$ cat src/rtl/spi_div_pkg.sv
package spi_div_pkg;

  localparam int DIV_W   = 8;
  localparam int EXP_MAX = 15;
  localparam int CNT_W   = (EXP_MAX > DIV_W) ? EXP_MAX : DIV_W;

  typedef enum logic {
    DIV_EXP = 1'b0,
    DIV_LIN = 1'b1
  } div_mode_e;

  // Terminal count of the half-period counter: half-period length minus one.
  function automatic logic [CNT_W-1:0] half_limit(div_mode_e m, logic [DIV_W-1:0] v);
    logic [DIV_W-1:0] e;
    logic [CNT_W:0]   p;
    logic [CNT_W-1:0] r;
    if (m == DIV_LIN) begin
      e = '0;
      p = '0;
      r = CNT_W'(v);
    end else begin
      e = (v > DIV_W'(EXP_MAX)) ? DIV_W'(EXP_MAX) : v;
      p = ((CNT_W+1)'(1) << e) - (CNT_W+1)'(1);
      r = p[CNT_W-1:0];
    end
    return r;
  endfunction

endpackage

$ cat src/rtl/spi_div_cfg.sv
module spi_div_cfg
  import spi_div_pkg::*;
#(
  parameter int DW = DIV_W,
  parameter int CW = CNT_W
) (
  input  logic          clk_i,
  input  logic          rst_ni,
  input  logic          en_i,
  input  logic          mode_i,
  input  logic [DW-1:0] div_i,
  output logic [CW-1:0] limit_o
);

  logic [CW-1:0] limit_q;
  logic          capture;

  assign capture = !en_i;

  always_ff @(posedge clk_i) begin
    if (!rst_ni) begin
      limit_q <= '0;
    end else if (capture) begin
      limit_q <= half_limit(div_mode_e'(mode_i), div_i);
    end
  end

  assign limit_o = limit_q;

  // setting is frozen while running
  p_cfg_frozen_r5: assert property (@(posedge clk_i) disable iff (!rst_ni)
    en_i |=> $stable(limit_q));

endmodule

$ cat src/rtl/spi_div_count.sv
module spi_div_count #(
  parameter int CW = spi_div_pkg::CNT_W
) (
  input  logic          clk_i,
  input  logic          rst_ni,
  input  logic          en_i,
  input  logic [CW-1:0] limit_i,
  output logic          hit_o
);

  logic [CW-1:0] cnt_q;
  logic          at_end;

  assign at_end = (cnt_q == limit_i);
  assign hit_o  = en_i && at_end;

  always_ff @(posedge clk_i) begin
    if (!rst_ni || !en_i) begin
      cnt_q <= '0;
    end else if (at_end) begin
      cnt_q <= '0;
    end else begin
      cnt_q <= cnt_q + CW'(1);
    end
  end

  // counter never passes the terminal count while running
  p_cnt_bounded_r6: assert property (@(posedge clk_i) disable iff (!rst_ni)
    en_i |-> cnt_q <= limit_i);

  // counter starts from zero on every disable
  p_cnt_restart_r6: assert property (@(posedge clk_i) disable iff (!rst_ni)
    !en_i |=> cnt_q == '0);

endmodule

$ cat src/rtl/spi_div_phase.sv
module spi_div_phase (
  input  logic clk_i,
  input  logic rst_ni,
  input  logic en_i,
  input  logic hit_i,
  output logic tick_o,
  output logic lead_o,
  output logic sclk_o
);

  logic tick_q, lead_q, sclk_q;

  always_ff @(posedge clk_i) begin
    if (!rst_ni || !en_i) begin
      tick_q <= 1'b0;
      lead_q <= 1'b0;
      sclk_q <= 1'b0;
    end else begin
      tick_q <= hit_i;
      lead_q <= hit_i && !sclk_q;
      if (hit_i) sclk_q <= !sclk_q;
    end
  end

  assign tick_o = tick_q;
  assign lead_o = lead_q;
  assign sclk_o = sclk_q;

  // every tick flips the serial clock level
  p_tick_toggles_r8: assert property (@(posedge clk_i) disable iff (!rst_ni)
    tick_q |-> sclk_q != $past(sclk_q));

  // lead flags only ticks that raise the level
  p_lead_rises_r8: assert property (@(posedge clk_i) disable iff (!rst_ni)
    lead_q |-> tick_q && sclk_q);

  // disabled means quiet
  p_idle_quiet_r9: assert property (@(posedge clk_i) disable iff (!rst_ni)
    !en_i |=> !tick_q && !lead_q && !sclk_q);

endmodule

$ cat src/rtl/spi_sclk_divider.sv
module spi_sclk_divider
  import spi_div_pkg::*;
#(
  parameter int DW = DIV_W,
  parameter int CW = CNT_W
) (
  input  logic          clk_i,
  input  logic          rst_ni,
  input  logic          en_i,
  input  logic          mode_i,
  input  logic [DW-1:0] div_i,
  output logic          tick_o,
  output logic          lead_o,
  output logic          sclk_o
);

  logic [CW-1:0] limit;
  logic          hit;

  spi_div_cfg #(.DW(DW), .CW(CW)) u_cfg (
    .clk_i   (clk_i),
    .rst_ni  (rst_ni),
    .en_i    (en_i),
    .mode_i  (mode_i),
    .div_i   (div_i),
    .limit_o (limit)
  );

  spi_div_count #(.CW(CW)) u_cnt (
    .clk_i   (clk_i),
    .rst_ni  (rst_ni),
    .en_i    (en_i),
    .limit_i (limit),
    .hit_o   (hit)
  );

  spi_div_phase u_phase (
    .clk_i  (clk_i),
    .rst_ni (rst_ni),
    .en_i   (en_i),
    .hit_i  (hit),
    .tick_o (tick_o),
    .lead_o (lead_o),
    .sclk_o (sclk_o)
  );

  // tick is a single-cycle pulse unless the half-period is one cycle
  p_pulse_narrow_r7: assert property (@(posedge clk_i) disable iff (!rst_ni)
    (tick_o && en_i && limit != '0) |=> !tick_o);

  // outputs are low right after reset
  p_reset_low_r1: assert property (@(posedge clk_i)
    !rst_ni |=> !tick_o && !lead_o && !sclk_o);

endmodule

$ cat config.mk
export PLATFORM = sky130hd
export DESIGN_NAME = spi_sclk_divider
export DESIGN_NICKNAME = d
export VERILOG_FILES = /design/src/rtl/spi_div_pkg.sv /design/src/rtl/spi_div_cfg.sv /design/src/rtl/spi_div_count.sv /design/src/rtl/spi_div_phase.sv /design/src/rtl/spi_sclk_divider.sv
export SDC_FILE = /design/constraint.sdc
export NUM_CORES = 1
export LEC_CHECK = 0
export CAP_MARGIN = 20
export CORE_UTILIZATION = 40
export DETAILED_ROUTE_END_ITERATION = 6
export DONT_BUFFER_PORTS = 1
export PLACE_DENSITY_LB_ADDON = 0.2
export SYNTH_ARGS = -nofsm -noshare
export SYNTH_HDL_FRONTEND = slang
export SYNTH_SLANG_ARGS = --single-unit
$ cat constraint.sdc
create_clock -name clk_i -period 3.1 [get_ports clk_i]
set_clock_uncertainty 0.05 [all_clocks]
set_input_delay 0.62 -clock clk_i [delete_from_list [all_inputs] [get_ports clk_i]]
set_output_delay 0.62 -clock clk_i [all_outputs]
set_load 0.005 [all_outputs]
==> impl_metrics.tcl, run 1 <==
set metrics [dict create \
    clock-sinks 33 \
    slew_headroom_pct 38.0 \
    routed_via_density 5.91 \
    drv_slew 0 \
    cts_root_buf "clkbuf_8" \
    drc 0 \
    gp_congestion 0.859 \
    leakagePower_nw 0.576 \
    worstPathArrival_ns 2.70 \
    drt_iter0_drc 168 \
    synthesis.instances 208 \
    htreeDepth 2 \
    cts-resized-gates 0 \
    yosysSeqAreaShare_pct 36.2 \
    worst-path-stages 7 \
    drv_cap 0 \
    clockBufferDepth 2 \
    start_kind "input port" \
    ctsHoldBuffers 0 \
    firstDrtPassIters 5 \
    hold_viol 0 \
    fin_crit_sh_pct 82.7 \
    vdd_drop_max_uv 180 \
    yosysUniqueCellTypes 44 \
    synth-seq-cells 33 \
    area_delta_synth_final_pct 4.12 \
    rsz0062_at_grt "no" \
    grt_antenna_before_repair 0 \
    synth.cell_area_mm2 0.00182 \
    fillers 424 \
    grt_use_total_pct 18.2 \
    clk_latency_ns 0.28 \
    worstMarginPinSlew_ns 0.923 \
    syn_nets 222 \
    die_w_um 69.5 \
    status "complete, no violations" \
    end_kind "register" \
    r2r_slack_ns 1.10 \
    cp.buffers_inverters 1 \
    cts_made_buffers 5 \
    fmax_mhz 390 \
    dieHeight_um 69.5 \
    avgSynthCellArea_um2 8.76 \
    nets 219 \
    critPathRequiredTime_ns 3.24 \
    coreArea_mm2 0.00435 \
    cts_setup_buffers 0 \
    stdcell_area_mm2 0.00190 \
    r2r_start "u_cnt.cnt_q[2]" \
    synthFlopType "dfxtp_1" \
    cp-startpoint "div_i[6]" \
    crit_end "u_cfg.limit_o[8]" \
    r2r_end "u_phase.lead_o" \
    fp-row-count 24 \
    drt_wl_total_um 4110 \
    dp_hpwl_um 2990 \
    slowest_delay_ns 0.60 \
    synth-async-reset-ratio_pct 0 \
    route.vias.total 1526 \
    io_pins 15 \
    power.density_mw_per_mm2 445 \
    worstPathCellList "or4_4, or4_1, ha_1, buf_4, nor3_2, a21boi_0, o31ai_1" \
    grt_pass1_vias 1434 \
    clk_pin_slew_ns 0.07 \
    drtAntennaViolNets 0 \
    start_util_pct 41.9 \
    setup_violations 0 \
    synth_edf_count 0 \
    diodes 0 \
    path_delay_family "simple AND/OR/NAND/NOR gates" \
    tritoncts "yes" \
    drive_gt1_share_pct 7.77 \
    reg2reg_depth 4 \
    crit_type "input port to register" \
    grt_pass1_wl_um 6960 \
    holdCritPathClass "input port to register" \
    grt-ovfl-total 0 \
    yosysWarnings 0 \
    dpl_cell_area_mm2 0.00182 \
    critPathSlowestCell "or4_4" \
    design.die.area_mm2 0.00483 \
    wl_per_cell_um 15.9 \
    io_buffers 0 \
    grt_max_degree 19 \
    timing.setup.tns_ns 0 \
    fin_crit_ns 2.56 \
    cp_max_fo 13 \
]
==> cells by family (layout without fill, tap and decap cells) <==
logic type	count (synthesis)	after routing	synth area share, %
AND/OR/NAND/NOR	86	86	26.2
adder cells (fa/ha/maj)	2	2	1.37
multiplexers	3	3	1.65
AO/OA/AOI/OAI	40	40	15.4
flip-flops	33	33	36.2
buffers and inverters	16	14	5.63
XOR/XNOR	28	28	13.5
==> per-layer routing <==
layer	share of wire, %	GRT usage, %
met1	46	23.7
met2	47	27.6
met3	5.6	5.23
met4	1.5	8.62
met5	0	0
==> per-stage QoR <==
stage | hold slack [ns] | setup WS [ns] | std cells | power, mW | utilization (%)
floorplan | 0.396 | 0.247 | 208 | 0.537 | -
global placement | 0.429 | 0.298 | 250 | 0.540 | 41.7
detailed placement | 0.441 | 0.262 | 250 | 0.541 | 41.7
CTS | 0.380 | 0.559 | 258 | 0.855 | 43.6
global route | 0.378 | 0.447 | 258 | 0.884 | 43.6
finish | 0.387 | 0.536 | 258 | 0.845 | 43.6
==> worst register-to-register path, stage by stage (launching register included) <==
cell and delay, ns:
dfxtp_1 0.45, xnor2_1 0.16, nand4_1 0.16, nor4_4 0.85, nor3b_1 0.25
==> registers in the layout (all words and copies together), names as in the netlist <==
| name | flops |
|---|---|
| u_phase.lead_o | 1 |
| u_phase.sclk_o | 1 |
| u_cfg.limit_o | 15 |
| u_phase.tick_o | 1 |
| u_cnt.cnt_q | 15 |
==> area by class of cell <==
| cell class | count | area, µm² | share of cell area [%] |
|---|---|---|---|
| Inverter | 4 | 15.0 | 0.791 |
| Multi-Input combinational cell | 159 | 1060 | 55.8 |
| Clock buffer | 6 | 72.6 | 3.82 |
| Tap cell | 52 | 65.1 | 3.43 |
| Clock inverter | 2 | 10.0 | 0.527 |
| Sequential cell | 33 | 661 | 34.8 |
| Timing Repair Buffer | 2 | 15.0 | 0.791 |
==> layout by cell type, fill, tap and decap left out, types with 2 or more instances in the layout <==
cell type	count
a211oi_1	2
a21oi_1	5
a22o_1	2
a31oi_1	4
a32oi_1	4
and3_1	3
buf_4	2
clkbuf_8	5
clkinv_2	2
dfxtp_1	33
ha_1	2
inv_1	4
mux2i_1	3
nand2_1	14
nand2b_1	3
nand3_1	9
nand4_1	6
nor2_1	12
nor3_1	23
nor3b_1	2
nor4_1	4
o21ai_0	8
o311a_1	2
o31ai_1	5
or2_2	2
xnor2_1	25
xor2_1	3
==> synthesized netlist by cell type, types with 3 or more instances <==
cell type / number / area, µm²
xnor2_1: 25 / 219
nor4_1: 4 / 25.0
o21ai_0: 8 / 40.0
mux2i_1: 3 / 30.0
nand2b_1: 3 / 18.8
dfxtp_1: 33 / 661
buf_6: 4 / 45.0
nor2_1: 12 / 45.0
o31ai_1: 5 / 37.5
a31oi_1: 4 / 25.0
and3_1: 3 / 18.8
inv_1: 4 / 15.0
nand4_1: 6 / 37.5
nor3_1: 23 / 115
clkbuf_1: 5 / 18.8
a32oi_1: 4 / 35.0
a21oi_1: 5 / 25.0
xor2_1: 3 / 26.3
nand2_1: 14 / 52.6
nand3_1: 9 / 45.0
==> power breakdown <==
group	total [mW]	leakage (nW)	internal, mW	switching (mW)
sequential	0.454	0.270	0.440	0.0144
clock	0.314	0.0450	0.156	0.158
combinational	0.0772	0.262	0.0354	0.0419
==> worst min-delay path by stage <==
stage | cells past startpoint | startpoint | endpoint
6_report | 1 | div_i[2] | u_cfg.limit_o[10]
5_1_grt | 1 | div_i[1] | u_cfg.limit_o[12]
4_1_cts | 1 | div_i[2] | u_cfg.limit_o[10]
3_5_place_dp | 2 | u_cfg.limit_o[7] | u_cfg.limit_o[7]
3_3_place_gp | 2 | u_cfg.limit_o[9] | u_cfg.limit_o[9]
2_1_floorplan | 2 | u_cfg.limit_o[9] | u_cfg.limit_o[9]
Power figures use the tool's default switching activity.
==> run 2, diff against run 1 <==
Clock period 3.1 ns to 2.5 ns, I/O delays scaled along.
==> impl_metrics.tcl, run 2 (same netlist as run 1, synthesis figures left out) <==
set metrics [dict create \
    drt_wl_total_um 4170 \
    grt_use_total_pct 19.5 \
    cp.buffers_inverters 0 \
    grt_use_met2_pct 27.1 \
    clk_pin_slew_ns 0.07 \
    grt_max_degree 19 \
    final_core_util_pct 44.1 \
    clock-sinks 33 \
    dieHeight_um 69.5 \
    final_cell_mix "dfxtp_1, xnor2_1, nor3_1" \
    fmax_mhz 441 \
    htreeDepth 2 \
    dp_hpwl_um 3010 \
    grt_pass1_wl_um 7360 \
    grt_pass1_vias 1482 \
    grtUsageMet3_pct 5.81 \
    critPathSlowestCell "or4_4" \
    drive_gt1_share_pct 8.70 \
    holdCritPathClass "input port to register" \
    fin_crit_ns 2.27 \
    busiest_layer "met2" \
    nets 221 \
    worstPathCellList "or4_4, or4_1, ha_2, or3_1, o22a_2, o31ai_1" \
    wl_per_cell_um 16.1 \
    status "complete, no violations" \
    end_kind "register" \
    area_delta_synth_final_pct 5.28 \
    power.density_mw_per_mm2 553 \
    cts-resized-gates 0 \
    coreArea_mm2 0.00435 \
    drv_slew 0 \
    tritoncts "yes" \
    grt_antenna_before_repair 0 \
    final_common_cell "dfxtp_1" \
    fin_crit_sh_pct 90.8 \
    diodes 0 \
    worstPathArrival_ns 2.42 \
    hold_viol 0 \
    slowest_delay_ns 0.52 \
    cts_made_buffers 5 \
    cts_setup_buffers 0 \
    timing.hold.ws_ns 0.261 \
    routed_via_density 6.03 \
    use_met1_pct 27.0 \
    gp_congestion 0.828 \
    ctsHoldBuffers 0 \
    die_w_um 69.5 \
    dpl_cell_area_mm2 0.00183 \
    leakagePower_nw 0.584 \
    worstMarginPinSlew_ns 0.721 \
    cts_root_buf "clkbuf_8" \
    drtAntennaViolNets 0 \
    firstDrtPassIters 5 \
    cp_max_fo 3 \
    route.vias.total 1562 \
    start_util_pct 41.9 \
    rsz0062_at_grt "no" \
    path_delay_family "simple AND/OR/NAND/NOR gates" \
    fp-row-count 24 \
    stdcell_area_mm2 0.00192 \
    design.die.area_mm2 0.00483 \
    drt_iter0_drc 88 \
    vdd_drop_max_uv 192 \
    drc 0 \
    clk_latency_ns 0.28 \
    grt-ovfl-total 0 \
    crit_type "input port to register" \
    drv_cap 0 \
    setup_violations 0 \
    io_buffers 0 \
    critPathRequiredTime_ns 2.65 \
    clockBufferDepth 2 \
    io_pins 15 \
    start_kind "input port" \
    slew_headroom_pct 51.6 \
]
-- run 2: area by class of cell --
cell class	count	area, µm²
clock buffer	7	86.3
fill	447	2430
inverter	4	15.0
multi-input combinational	159	1060
sequential	33	661
tap	52	65.1
timing repair buffer	4	30.0
-- run 2: layer usage --
layer	vias to the layer above	part of all wire (%)
li1	758	-
met5	-	0
met1	753	47
met2	44	45
met3	7	5.3
met4	0	2.3
-- run 2: stage by stage --
step	TNS [ns]	total power [mW]	worst slack, ns	instances
floorplan	-0.289	0.666	-0.139	208
finish	0	1.06	0.230	259
CTS	0	1.07	0.242	259
global placement	-0.00956	0.671	-0.00956	252
global route	0	1.11	0.138	259
detailed placement	-0.0899	0.672	-0.0511	252
-- run 2: final timing paths --
check                                 startpoint                end  slack [ns]  cells past startpoint
worst max-delay path                    div_i[6]  u_cfg.limit_o[12]        0.23                      6
worst min register to register  u_cfg.limit_o[9]   u_cfg.limit_o[9]        0.43                      2
worst max register to register    u_cnt.cnt_q[7]     u_phase.lead_o        0.85                      5
worst min-delay path                    div_i[1]  u_cfg.limit_o[12]        0.26                      1
-- run 2: worst reg2reg max path, delay by kind of cell, from the launching register on --
family | cells | cell delay, ns
buffers and inverters | 1 | 0.27
XOR/XNOR | 1 | 0.15
flip-flops | 1 | 0.45
AND/OR/NAND/NOR | 3 | 0.65
-- run 2: where the power goes --
group	switching [mW]	internal [mW]	total (mW)
Combinational	0.0527	0.0450	0.0976
Clock	0.183	0.218	0.401
Sequential	0.0176	0.546	0.563
==> run 3, diff against run 2 <==
Settings changed: CTS_CLUSTER_DIAMETER from default to 50.
==> results of run 3 <==
Final layout, timing and power as in run 2 (identical DEF).
